File: config.mk
export PLATFORM = sky130hd
export DESIGN_NAME = flash_poller
export DESIGN_NICKNAME = d
export VERILOG_FILES = /design/src/rtl/fpoll_pkg.sv /design/src/rtl/fpoll_datapath.sv /design/src/rtl/fpoll_ctrl.sv /design/src/rtl/flash_poller.sv
export SDC_FILE = /design/constraint.sdc
export NUM_CORES = 1
export LEC_CHECK = 0
export CORE_ASPECT_RATIO = 0.9
export CORE_MARGIN = 2
export CORE_UTILIZATION = 55
export CTS_CLUSTER_DIAMETER = 50
export DETAILED_ROUTE_END_ITERATION = 6
export PLACE_DENSITY = 0.85
export SYNTH_ARGS = -nofsm -noshare
export SYNTH_HDL_FRONTEND = slang
export SYNTH_SLANG_ARGS = --single-unit
File: constraint.sdc
create_clock -name clk -period 3.4 [get_ports clk]
set_clock_uncertainty 0.15 [all_clocks]
set_input_delay 0.68 -clock clk [delete_from_list [all_inputs] [get_ports clk]]
set_output_delay 0.68 -clock clk [all_outputs]
set_load 0.005 [all_outputs]
File: src/rtl/fpoll_pkg.sv
package fpoll_pkg;
  localparam logic [1:0] MODE_PROG = 2'd0;
  localparam logic [1:0] MODE_SECT = 2'd1;

  typedef enum logic [1:0] {PH_IDLE, PH_SETUP, PH_ACT, PH_HOLD} busPhase_t;

  typedef enum logic [2:0] {
    S_IDLE, S_CMD, S_CMDW, S_RD, S_RDW, S_RST, S_RSTW
  } ctrlState_t;

  // strobes from control to datapath
  typedef struct packed {
    logic       go;
    logic       isWrite;
    logic       isReset;
    logic [2:0] step;
    logic       latchReq;
  } busCmd_t;
endpackage

File: src/rtl/fpoll_datapath.sv
module fpoll_datapath
  import fpoll_pkg::*;
#(
  parameter int ADDR_W    = 17,
  parameter int SETUP_CYC = 1,
  parameter int PULSE_CYC = 2,
  parameter int HOLD_CYC  = 1
) (
  input  logic              clk,
  input  logic              rstN,
  input  busCmd_t           cmd,
  input  logic [1:0]        reqMode,
  input  logic [ADDR_W-1:0] reqAddr,
  input  logic [7:0]        reqData,
  input  logic [7:0]        flDqIn,
  output logic [ADDR_W-1:0] flAddr,
  output logic [7:0]        flDqOut,
  output logic              flDqOe,
  output logic              flCeN,
  output logic              flOeN,
  output logic              flWeN,
  output logic              busDone,
  output logic [7:0]        rdByte,
  output logic              lastStep,
  output logic              expBit7
);
  localparam int MAX_C = (SETUP_CYC > PULSE_CYC)
                       ? ((SETUP_CYC > HOLD_CYC) ? SETUP_CYC : HOLD_CYC)
                       : ((PULSE_CYC > HOLD_CYC) ? PULSE_CYC : HOLD_CYC);
  localparam int CNT_W = (MAX_C > 1) ? $clog2(MAX_C) : 1;
  localparam logic [ADDR_W-1:0] UNLOCK_A = ADDR_W'(12'h555);
  localparam logic [ADDR_W-1:0] UNLOCK_B = ADDR_W'(12'h2AA);

  logic [ADDR_W-1:0] tgtAddr;
  logic [7:0]        tgtData;
  logic [1:0]        tgtMode;
  logic              isProg, isChip;

  always_ff @(posedge clk or negedge rstN) begin
    if (!rstN) begin
      tgtAddr <= '0;
      tgtData <= '0;
      tgtMode <= '0;
    end else if (cmd.latchReq) begin
      tgtAddr <= reqAddr;
      tgtData <= reqData;
      tgtMode <= reqMode;
    end
  end

  assign isProg   = (tgtMode == MODE_PROG);
  assign isChip   = tgtMode[1];
  assign lastStep = (cmd.step == (isProg ? 3'd3 : 3'd5));
  assign expBit7  = isProg ? tgtData[7] : 1'b1;

  // command table, indexed by step
  logic [ADDR_W-1:0] cmdAddr;
  logic [7:0]        cmdData;
  always_comb begin
    case (cmd.step)
      3'd0: begin cmdAddr = UNLOCK_A; cmdData = 8'hAA; end
      3'd1: begin cmdAddr = UNLOCK_B; cmdData = 8'h55; end
      3'd2: begin cmdAddr = UNLOCK_A; cmdData = isProg ? 8'hA0 : 8'h80; end
      3'd3: begin
        cmdAddr = isProg ? tgtAddr : UNLOCK_A;
        cmdData = isProg ? tgtData : 8'hAA;
      end
      3'd4: begin cmdAddr = UNLOCK_B; cmdData = 8'h55; end
      default: begin
        cmdAddr = isChip ? UNLOCK_A : tgtAddr;
        cmdData = isChip ? 8'h10 : 8'h30;
      end
    endcase
  end

  logic [ADDR_W-1:0] selAddr;
  logic [7:0]        selData;
  always_comb begin
    if (cmd.isReset) begin
      selAddr = '0;
      selData = 8'hF0;
    end else if (cmd.isWrite) begin
      selAddr = cmdAddr;
      selData = cmdData;
    end else begin
      selAddr = tgtAddr;
      selData = '0;
    end
  end

  // strobe generator
  busPhase_t         phase;
  logic [CNT_W-1:0]  cnt;
  logic [ADDR_W-1:0] busAddr;
  logic [7:0]        busData;
  logic              busWr;

  always_ff @(posedge clk or negedge rstN) begin
    if (!rstN) begin
      phase   <= PH_IDLE;
      cnt     <= '0;
      busAddr <= '0;
      busData <= '0;
      busWr   <= 1'b0;
      rdByte  <= '0;
    end else begin
      case (phase)
        PH_IDLE: if (cmd.go) begin
          busAddr <= selAddr;
          busData <= selData;
          busWr   <= cmd.isWrite;
          phase   <= PH_SETUP;
          cnt     <= CNT_W'(SETUP_CYC - 1);
        end
        PH_SETUP: if (cnt == '0) begin
          phase <= PH_ACT;
          cnt   <= CNT_W'(PULSE_CYC - 1);
        end else cnt <= cnt - 1'b1;
        PH_ACT: if (cnt == '0) begin
          if (!busWr) rdByte <= flDqIn;
          phase <= PH_HOLD;
          cnt   <= CNT_W'(HOLD_CYC - 1);
        end else cnt <= cnt - 1'b1;
        default: if (cnt == '0) phase <= PH_IDLE;
                 else cnt <= cnt - 1'b1;
      endcase
    end
  end

  assign flAddr  = busAddr;
  assign flDqOut = busData;
  assign flDqOe  = busWr && (phase != PH_IDLE);
  assign flCeN   = (phase != PH_ACT);
  assign flWeN   = !((phase == PH_ACT) && busWr);
  assign flOeN   = !((phase == PH_ACT) && !busWr);
  assign busDone = (phase == PH_HOLD) && (cnt == '0);
endmodule

File: src/rtl/fpoll_ctrl.sv
module fpoll_ctrl
  import fpoll_pkg::*;
#(
  parameter int MAX_POLLS = 8
) (
  input  logic       clk,
  input  logic       rstN,
  input  logic       reqStart,
  input  logic       reqMethod,
  input  logic       busDone,
  input  logic [7:0] rdByte,
  input  logic       lastStep,
  input  logic       expBit7,
  output busCmd_t    cmd,
  output logic       busy,
  output logic       donePass,
  output logic       doneFail
);
  localparam int PC_W = $clog2(MAX_POLLS + 4);

  ctrlState_t      state;
  logic [2:0]      step;
  logic [PC_W-1:0] pollCnt;
  logic            methodData, pairSecond, confirm, firstBit6;
  logic [PC_W-1:0] cntNext;
  logic            wdExpired;

  assign cntNext   = pollCnt + 1'b1;
  assign wdExpired = (cntNext >= PC_W'(MAX_POLLS));

  always_ff @(posedge clk or negedge rstN) begin
    if (!rstN) begin
      state      <= S_IDLE;
      step       <= '0;
      pollCnt    <= '0;
      methodData <= 1'b0;
      pairSecond <= 1'b0;
      confirm    <= 1'b0;
      firstBit6  <= 1'b0;
      donePass   <= 1'b0;
      doneFail   <= 1'b0;
    end else begin
      donePass <= 1'b0;
      doneFail <= 1'b0;
      case (state)
        S_IDLE: if (reqStart) begin
          state      <= S_CMD;
          step       <= '0;
          pollCnt    <= '0;
          pairSecond <= 1'b0;
          confirm    <= 1'b0;
          methodData <= reqMethod;
        end
        S_CMD:  state <= S_CMDW;
        S_CMDW: if (busDone) begin
          if (lastStep) state <= S_RD;
          else begin
            step  <= step + 1'b1;
            state <= S_CMD;
          end
        end
        S_RD:   state <= S_RDW;
        S_RDW: if (busDone) begin
          pollCnt <= cntNext;
          if (!methodData && !pairSecond) begin
            firstBit6  <= rdByte[6];
            pairSecond <= 1'b1;
            state      <= S_RD;
          end else begin
            pairSecond <= 1'b0;
            if (methodData ? (rdByte[7] == expBit7)
                           : (rdByte[6] == firstBit6)) begin
              state    <= S_IDLE;
              donePass <= 1'b1;
            end else if (confirm) begin
              state <= S_RST;
            end else if (rdByte[5]) begin
              confirm <= 1'b1;
              state   <= S_RD;
            end else if (wdExpired) begin
              state <= S_RST;
            end else begin
              state <= S_RD;
            end
          end
        end
        S_RST:  state <= S_RSTW;
        S_RSTW: if (busDone) begin
          state    <= S_IDLE;
          doneFail <= 1'b1;
        end
        default: state <= S_IDLE;
      endcase
    end
  end

  always_comb begin
    cmd.go       = (state == S_CMD) || (state == S_RD) || (state == S_RST);
    cmd.isWrite  = (state == S_CMD) || (state == S_RST);
    cmd.isReset  = (state == S_RST);
    cmd.step     = step;
    cmd.latchReq = (state == S_IDLE) && reqStart;
  end

  assign busy = (state != S_IDLE);
endmodule

File: src/rtl/flash_poller.sv
module flash_poller
  import fpoll_pkg::*;
#(
  parameter int ADDR_W    = 17,
  parameter int SETUP_CYC = 1,
  parameter int PULSE_CYC = 2,
  parameter int HOLD_CYC  = 1,
  parameter int MAX_POLLS = 8
) (
  input  logic              clk,
  input  logic              rstN,
  input  logic              reqStart,
  input  logic [1:0]        reqMode,
  input  logic              reqMethod,
  input  logic [ADDR_W-1:0] reqAddr,
  input  logic [7:0]        reqData,
  output logic              busy,
  output logic              donePass,
  output logic              doneFail,
  output logic [ADDR_W-1:0] flAddr,
  output logic [7:0]        flDqOut,
  output logic              flDqOe,
  input  logic [7:0]        flDqIn,
  output logic              flCeN,
  output logic              flOeN,
  output logic              flWeN
);
  busCmd_t    cmd;
  logic       busDone, lastStep, expBit7;
  logic [7:0] rdByte;

  fpoll_ctrl #(.MAX_POLLS(MAX_POLLS)) ctrl_i (
    .clk(clk), .rstN(rstN), .reqStart(reqStart), .reqMethod(reqMethod),
    .busDone(busDone), .rdByte(rdByte), .lastStep(lastStep),
    .expBit7(expBit7), .cmd(cmd), .busy(busy),
    .donePass(donePass), .doneFail(doneFail)
  );

  fpoll_datapath #(
    .ADDR_W(ADDR_W), .SETUP_CYC(SETUP_CYC),
    .PULSE_CYC(PULSE_CYC), .HOLD_CYC(HOLD_CYC)
  ) dp_i (
    .clk(clk), .rstN(rstN), .cmd(cmd), .reqMode(reqMode),
    .reqAddr(reqAddr), .reqData(reqData), .flDqIn(flDqIn),
    .flAddr(flAddr), .flDqOut(flDqOut), .flDqOe(flDqOe),
    .flCeN(flCeN), .flOeN(flOeN), .flWeN(flWeN),
    .busDone(busDone), .rdByte(rdByte), .lastStep(lastStep),
    .expBit7(expBit7)
  );
endmodule

==> impl_metrics.csv, run 1 <==
group,metric,value,unit
cells_and_area,num-nets-final,429,
synth,synth-edff-count,0,
timing,max_freq,366,MHz
place,globalplace.congestion,0.894,
clock_network,cts_buffers,9,
floorplanning,core_area,6220,um^2
timing,slew_headroom,39.3,%
clock_network,htreeDepth,3,
detailed_routing,routed_wl,7.61,mm
timing,finalCriticalPeriod,2730,ps
detailed_routing,ant_nets,0,
hold_path,hold_class,"input port to async pin",
power,p_leak,1.94,nW
clock_network,cts_setup_buffers,0,
detailed_routing,firstDrtPassIters,4,
timing,setup_viol,0,
timing,hold_viol_final,0,
setup_path,worst-setup-path-type,"flop to output pin",
floorplanning,fp.dieW,89.0,um
clock_network,clkSinkCount,75,
status,status,"finished clean",
cells_and_area,mostFrequentLayoutCells,"75 x dfrtp_1, 64 x clkdlybuf4s50_1, 33 x mux2_2",
setup_path,end_kind,"output pin",
floorplanning,dieHeight,80.5,um
setup_path,worst_ep_required_time,2570,ps
cells_and_area,fillCellCount,471,
timing,rsz0062_at_grt,"no",
power,ir_drop,0.000436,V
setup_path,worstSetupStartpointType,"flop",
clock_network,clk_pin_slew,80,ps
setup_path,cp_max_fo,11,
grt,grt_pass1_vias,2488,
grt,track_usage,22.1,%
timing,fin_worst_hold_slack,292,ps
setup_path,crit_arrival,1900,ps
timing,finalMaxSlewViolations,0,
grt,antenna_found_initial,0,
clock_network,clock_path_buffers,2,
clock_network,clock_latency,350,ps
synth,synth.distinct_cells,55,
job,cap_viol_max_count,0,
grt,gr-total-overflow,0,
setup_path,reg2reg_slack,960,ps
synth,synth_area,3580,um^2
detailed_routing,dr_total_vias,2657,
timing,finalSetupTns,0,ps
synth,async_flop_share,100,%
floorplanning,fp-row-count,27,
place,dp.cells,456,
cells_and_area,layout_commonest_cell,"dfrtp_1",
synth,syn-num-nets,364,
synth,syn_inst,315,
cells_and_area,layout-drive-gt1-share,17.4,%
cells_and_area,fin_cells,472,
floorplanning,ios,71,
timing,period_share,80.4,%
clock_network,ctsHoldBuffers,0,
cells_and_area,n_antenna_cell,0,
grt,grt_pass1_wl,12.1,mm
timing,worst_pin_slew,910,ps
detailed_routing,wl_per_cell,16.1,um
detailed_routing,via_per_inst,5.63,
detailed_routing,drc,0,
synth,ys.flop_type,"dfrtp_1",
power,power_density,881,nW/um^2
grt,grt_max_degree,76,
place,port_buffers,65,
floorplanning,start_util,57.5,%
place,dpl.hpwl,5.25,mm
floorplanning,dieArea,7160,um^2
clock_network,cts_tree,"built",
synth,yosysSeqAreaShare,52.5,%
synth,ys_warn_count,0,
cells_and_area,syn_to_final_growth,24.9,%
synth,ys_ff_latch,75,
detailed_routing,drtIter0Drc,174,
clock_network,clockRootBuffer,"clkbuf_8",
synth,synth_area_per_cell,11.4,um^2
clock_network,post_cts_resized,0,
-- worst max-delay path, cell delays in order (launching register included) --
cell	delay, ps
dfrtp_1	530
nor2_1	410
nand2_1	160
clkdlybuf4s50_1	470
-- metal layers --
metal / track usage (%) / up-vias / wire [um]
met5: 0 / - / 0
met4: 8.21 / 0 / 165
met3: 3.60 / 16 / 344
met2: 33.4 / 83 / 3580
met1: 32.1 / 1292 / 3520
li1: - / 1266 / -
-- path summary, 6_finish.rpt --
path,start,endpoint,depth (start not counted)
hold / removal,rstN,ctrl_i.pollCnt[3]$_DFFE_PN0P_,1
min in group clk,dp_i.flDqOut[2]$_DFFE_PN0P_,dp_i.flDqOut[2]$_DFFE_PN0P_,2
hold reg to reg,dp_i.flDqOut[2]$_DFFE_PN0P_,dp_i.flDqOut[2]$_DFFE_PN0P_,2
setup reg to reg,ctrl_i.step[0]$_DFFE_PN0P_,dp_i.flAddr[2]$_DFFE_PN0P_,7
setup / recovery,ctrl_i.state[1]$_DFFE_PN0P_,busy,3
max in group asynchronous,rstN,dp_i.flDqOut[1]$_DFFE_PN0P_,1
-- through the flow --
stage                     setup WS, ps  power (mW)  util, %  area, um^2
after floorplan                   1380        2.63        -        3580
final                              666        3.94     71.9        4470
after global placement             873        3.16     68.7        4270
after CTS                          666        3.96     71.9        4470
after detailed placement           827        3.25     68.7        4270
after global routing               565        4.20     71.9        4470
-- cell usage after synthesis (all sizes together), types with 5 or more instances --
master	instances	area (um^2)
a21oi	10	50.1
a221o	11	116
buf	10	82.6
clkbuf	5	18.8
dfrtp	75	1880
ha	10	125
inv	10	37.5
mux2	33	372
mux2i	10	100
nand2	30	113
nand2b	5	31.3
nand3	8	45.0
nor2	25	96.4
nor3	9	50.1
o21ai	16	80.1
-- power breakdown --
| part | internal [mW] | leakage [nW] | switching [mW] | total (mW) |
|---|---|---|---|---|
| combinational | 0.909 | 0.904 | 0.766 | 1.67 |
| clock | 0.344 | 0.104 | 0.348 | 0.692 |
| sequential | 1.28 | 0.934 | 0.287 | 1.57 |
| total | 2.54 | 1.94 | 1.40 | 3.94 |
-- flip-flops by register name, indices dropped and copies added (netlist names), 2 cells and up --
name            count
ctrl_i.pollCnt      4
ctrl_i.state        3
dp_i.tgtAddr       17
ctrl_i.step         3
dp_i.rdByte         3
dp_i.phase          2
dp_i.flAddr        17
dp_i.flDqOut        8
dp_i.tgtData        8
dp_i.tgtMode        2
-- final cells by class --
| type | count | area [um^2] | share of cell area, % |
|---|---|---|---|
| sequential | 75 | 1880 | 42.0 |
| multi-input combinational | 214 | 1560 | 35.0 |
| timing repair buffer | 69 | 678 | 15.2 |
| clock buffer | 9 | 124 | 2.77 |
| tap | 87 | 109 | 2.44 |
| clock inverter | 7 | 75.1 | 1.68 |
| inverter | 11 | 41.3 | 0.924 |
-- cell families after synthesis --
| logic type | Yosys count | synth area share [%] |
|---|---|---|
| buf+inv | 26 | 3.99 |
| simple gates | 94 | 12.9 |
| xor+xnor | 2 | 0.490 |
| compound gates | 65 | 13.5 |
| flops | 75 | 52.5 |
| fa+ha+maj | 10 | 3.50 |
| mux | 43 | 13.2 |
Power figures use the tool's default switching activity.
==> run 2: changes to the inputs <==
--- a/config.mk
+++ b/config.mk
@@ -7,10 +7,10 @@
 export LEC_CHECK = 0
 export CORE_ASPECT_RATIO = 0.9
 export CORE_MARGIN = 2
-export CORE_UTILIZATION = 55
+export CORE_UTILIZATION = 52
 export CTS_CLUSTER_DIAMETER = 50
 export DETAILED_ROUTE_END_ITERATION = 6
-export PLACE_DENSITY = 0.85
+export PLACE_DENSITY = 0.81
 export SYNTH_ARGS = -nofsm -noshare
 export SYNTH_HDL_FRONTEND = slang
 export SYNTH_SLANG_ARGS = --single-unit
==> constraint.sdc (replaced) <==
create_clock -name clk -period 2.7 [get_ports clk]
set_clock_uncertainty 0.15 [all_clocks]
set_input_delay 0.54 -clock clk [delete_from_list [all_inputs] [get_ports clk]]
set_output_delay 0.54 -clock clk [all_outputs]
set_load 0.005 [all_outputs]
==> run 2 against run 1 <==
Global-route usage is 1.6 points lower. Die area rose by 5.5%. Clock power grew 18%. Critical endpoint is now flDqOe.
==> impl_metrics.csv, run 2 (synthesis gave the netlist of run 1 again) <==
group,metric,value,unit
status,status,"finished clean",
job,cap_viol_max_count,0,
timing,finalSetupTns,0,ps
cells_and_area,syn_to_final_growth,25.9,%
place,dpl.hpwl,5.36,mm
cells_and_area,layout_commonest_cell,"dfrtp_1",
clock_network,cts_setup_buffers,0,
grt,grt_max_degree,45,
timing,period_share,92.1,%
detailed_routing,drc,0,
power,p_int,3.21,mW
detailed_routing,firstDrtPassIters,4,
detailed_routing,via_per_inst,5.58,
setup_path,worstReg2RegStart,"ctrl_i.step[0]$_DFFE_PN0P_",
hold_path,hold_class,"input port to async pin",
timing,hold_viol_final,0,
place,globalplace.congestion,0.878,
setup_path,crit_arrival,1800,ps
floorplanning,dieArea,7560,um^2
clock_network,ctsHoldBuffers,0,
clock_network,clock_path_buffers,2,
setup_path,r2r-end,"dp_i.flAddr[6]$_DFFE_PN0P_",
power,clkPwrFrac,16.6,%
timing,fin_worst_hold_slack,29.3,ps
timing,finalCriticalPeriod,2490,ps
place,port_buffers,65,
cells_and_area,num-nets-final,432,
floorplanning,ios,71,
power,seq_power_share,40.5,%
clock_network,clock_latency,350,ps
cells_and_area,n_antenna_cell,0,
detailed_routing,drtIter0Drc,186,
detailed_routing,wl_per_cell,15.8,um
timing,setup_ws,212,ps
setup_path,end_kind,"output pin",
timing,slew_headroom,61.5,%
clock_network,clockRootBuffer,"clkbuf_8",
setup_path,crit_path_end,"flDqOe",
cells_and_area,mostFrequentLayoutCells,"75 x dfrtp_1, 64 x clkdlybuf4s50_1, 33 x mux2_2",
floorplanning,core_area,6620,um^2
clock_network,htreeDepth,3,
setup_path,worst-r2r-cell-count,7,
grt,antenna_found_initial,0,
setup_path,worst-setup-path-type,"flop to output pin",
floorplanning,fp-row-count,28,
power,pwr-share-comb,42.9,%
grt,gr-total-overflow,0,
power,p_leak,1.95,nW
cells_and_area,layout-drive-gt1-share,17.6,%
power,netSwitchingPower,1.72,mW
setup_path,cp_max_fo,9,
clock_network,cts_tree,"built",
clock_network,clk_pin_slew,70,ps
grt,track_usage,20.5,%
floorplanning,fp.dieW,91.4,um
detailed_routing,ant_nets,0,
power,power_density,1100,nW/um^2
clock_network,post_cts_resized,0,
timing,max_freq,402,MHz
place,place_ws,386,ps
setup_path,worst_ep_required_time,2010,ps
floorplanning,dieHeight,82.7,um
power,swShare,34.9,%
setup_path,reg2reg_slack,350,ps
cells_and_area,final_core_util,68.0,%
timing,setup_viol,0,
setup_path,worstSetupStartpointType,"flop",
timing,rsz0062_at_grt,"no",
detailed_routing,dr_total_vias,2660,
power,ir_drop,0.000530,V
timing,finalMaxSlewViolations,0,
clock_network,cts_buffers,9,
grt,grt_pass1_vias,2454,
floorplanning,start_util,54.0,%
detailed_routing,routed_wl,7.53,mm
grt,grt_pass1_wl,12.0,mm
clock_network,clkSinkCount,75,
timing,worst_pin_slew,572,ps
setup_path,crit_start,"dp_i.phase[0]$_DFFE_PN0P_",
[run 2: how the worst min path moves through the flow]
stage | startpoint | end | slack (ps) | cells after the start
after floorplan | rstN | ctrl_i.confirm$_DFFE_PN0P_ | 90 | 0
final | rstN | dp_i.phase[0]$_DFFE_PN0P_ | 30 | 1
after global routing | rstN | dp_i.phase[0]$_DFFE_PN0P_ | 70 | 1
after detailed placement | dp_i.flDqOut[2]$_DFFE_PN0P_ | dp_i.flDqOut[2]$_DFFE_PN0P_ | 340 | 2
after CTS | rstN | dp_i.phase[0]$_DFFE_PN0P_ | 60 | 1
after global placement | dp_i.flDqOut[0]$_DFFE_PN0P_ | dp_i.flDqOut[0]$_DFFE_PN0P_ | 330 | 2
[run 2: power by group through the flow]
stage / Combinational (mW) / Sequential, mW / Clock [mW]
2_1_floorplan: 1.42 / 1.90 / 0
3_3_place_gp: 2.05 / 1.98 / 0
3_5_place_dp: 2.12 / 2.02 / 0
4_1_cts: 2.14 / 2.00 / 0.829
5_1_grt: 2.33 / 2.07 / 0.880
6_report: 2.12 / 2.00 / 0.819
[run 2: layout make-up]
| type | count | area [um^2] |
|---|---|---|
| fillers | 493 | 2120 |
| inverters | 11 | 41.3 |
| repair buffers | 72 | 726 |
| flip-flops and latches | 75 | 1880 |
| multi-input cells | 214 | 1560 |
| well taps | 90 | 113 |
| clock buffers | 10 | 128 |
| clock inverters | 5 | 55.1 |
[run 2: worst max-delay path, cell delays in order (launching register included)]
cell and delay [ps]:
dfrtp_1 390, inv_1 90, ha_1 320, nor2b_1 150, clkdlybuf4s50_1 500
[run 2: metal layers]
layer	global-route usage [%]	up-vias	routed length (um)
li1	-	1262	-
met1	27.8	1294	3500
met2	31.5	90	3490
met3	5.26	14	393
met4	8.79	0	152
met5	0	-	0
[run 2: per-stage QoR]
stage,cells,power [mW],cell area (um^2)
3_3_place_gp,462,4.03,4320
5_1_grt,477,5.28,4500
6_report,477,4.93,4500
4_1_cts,477,4.97,4500
3_5_place_dp,462,4.13,4320
2_1_floorplan,315,3.32,3580
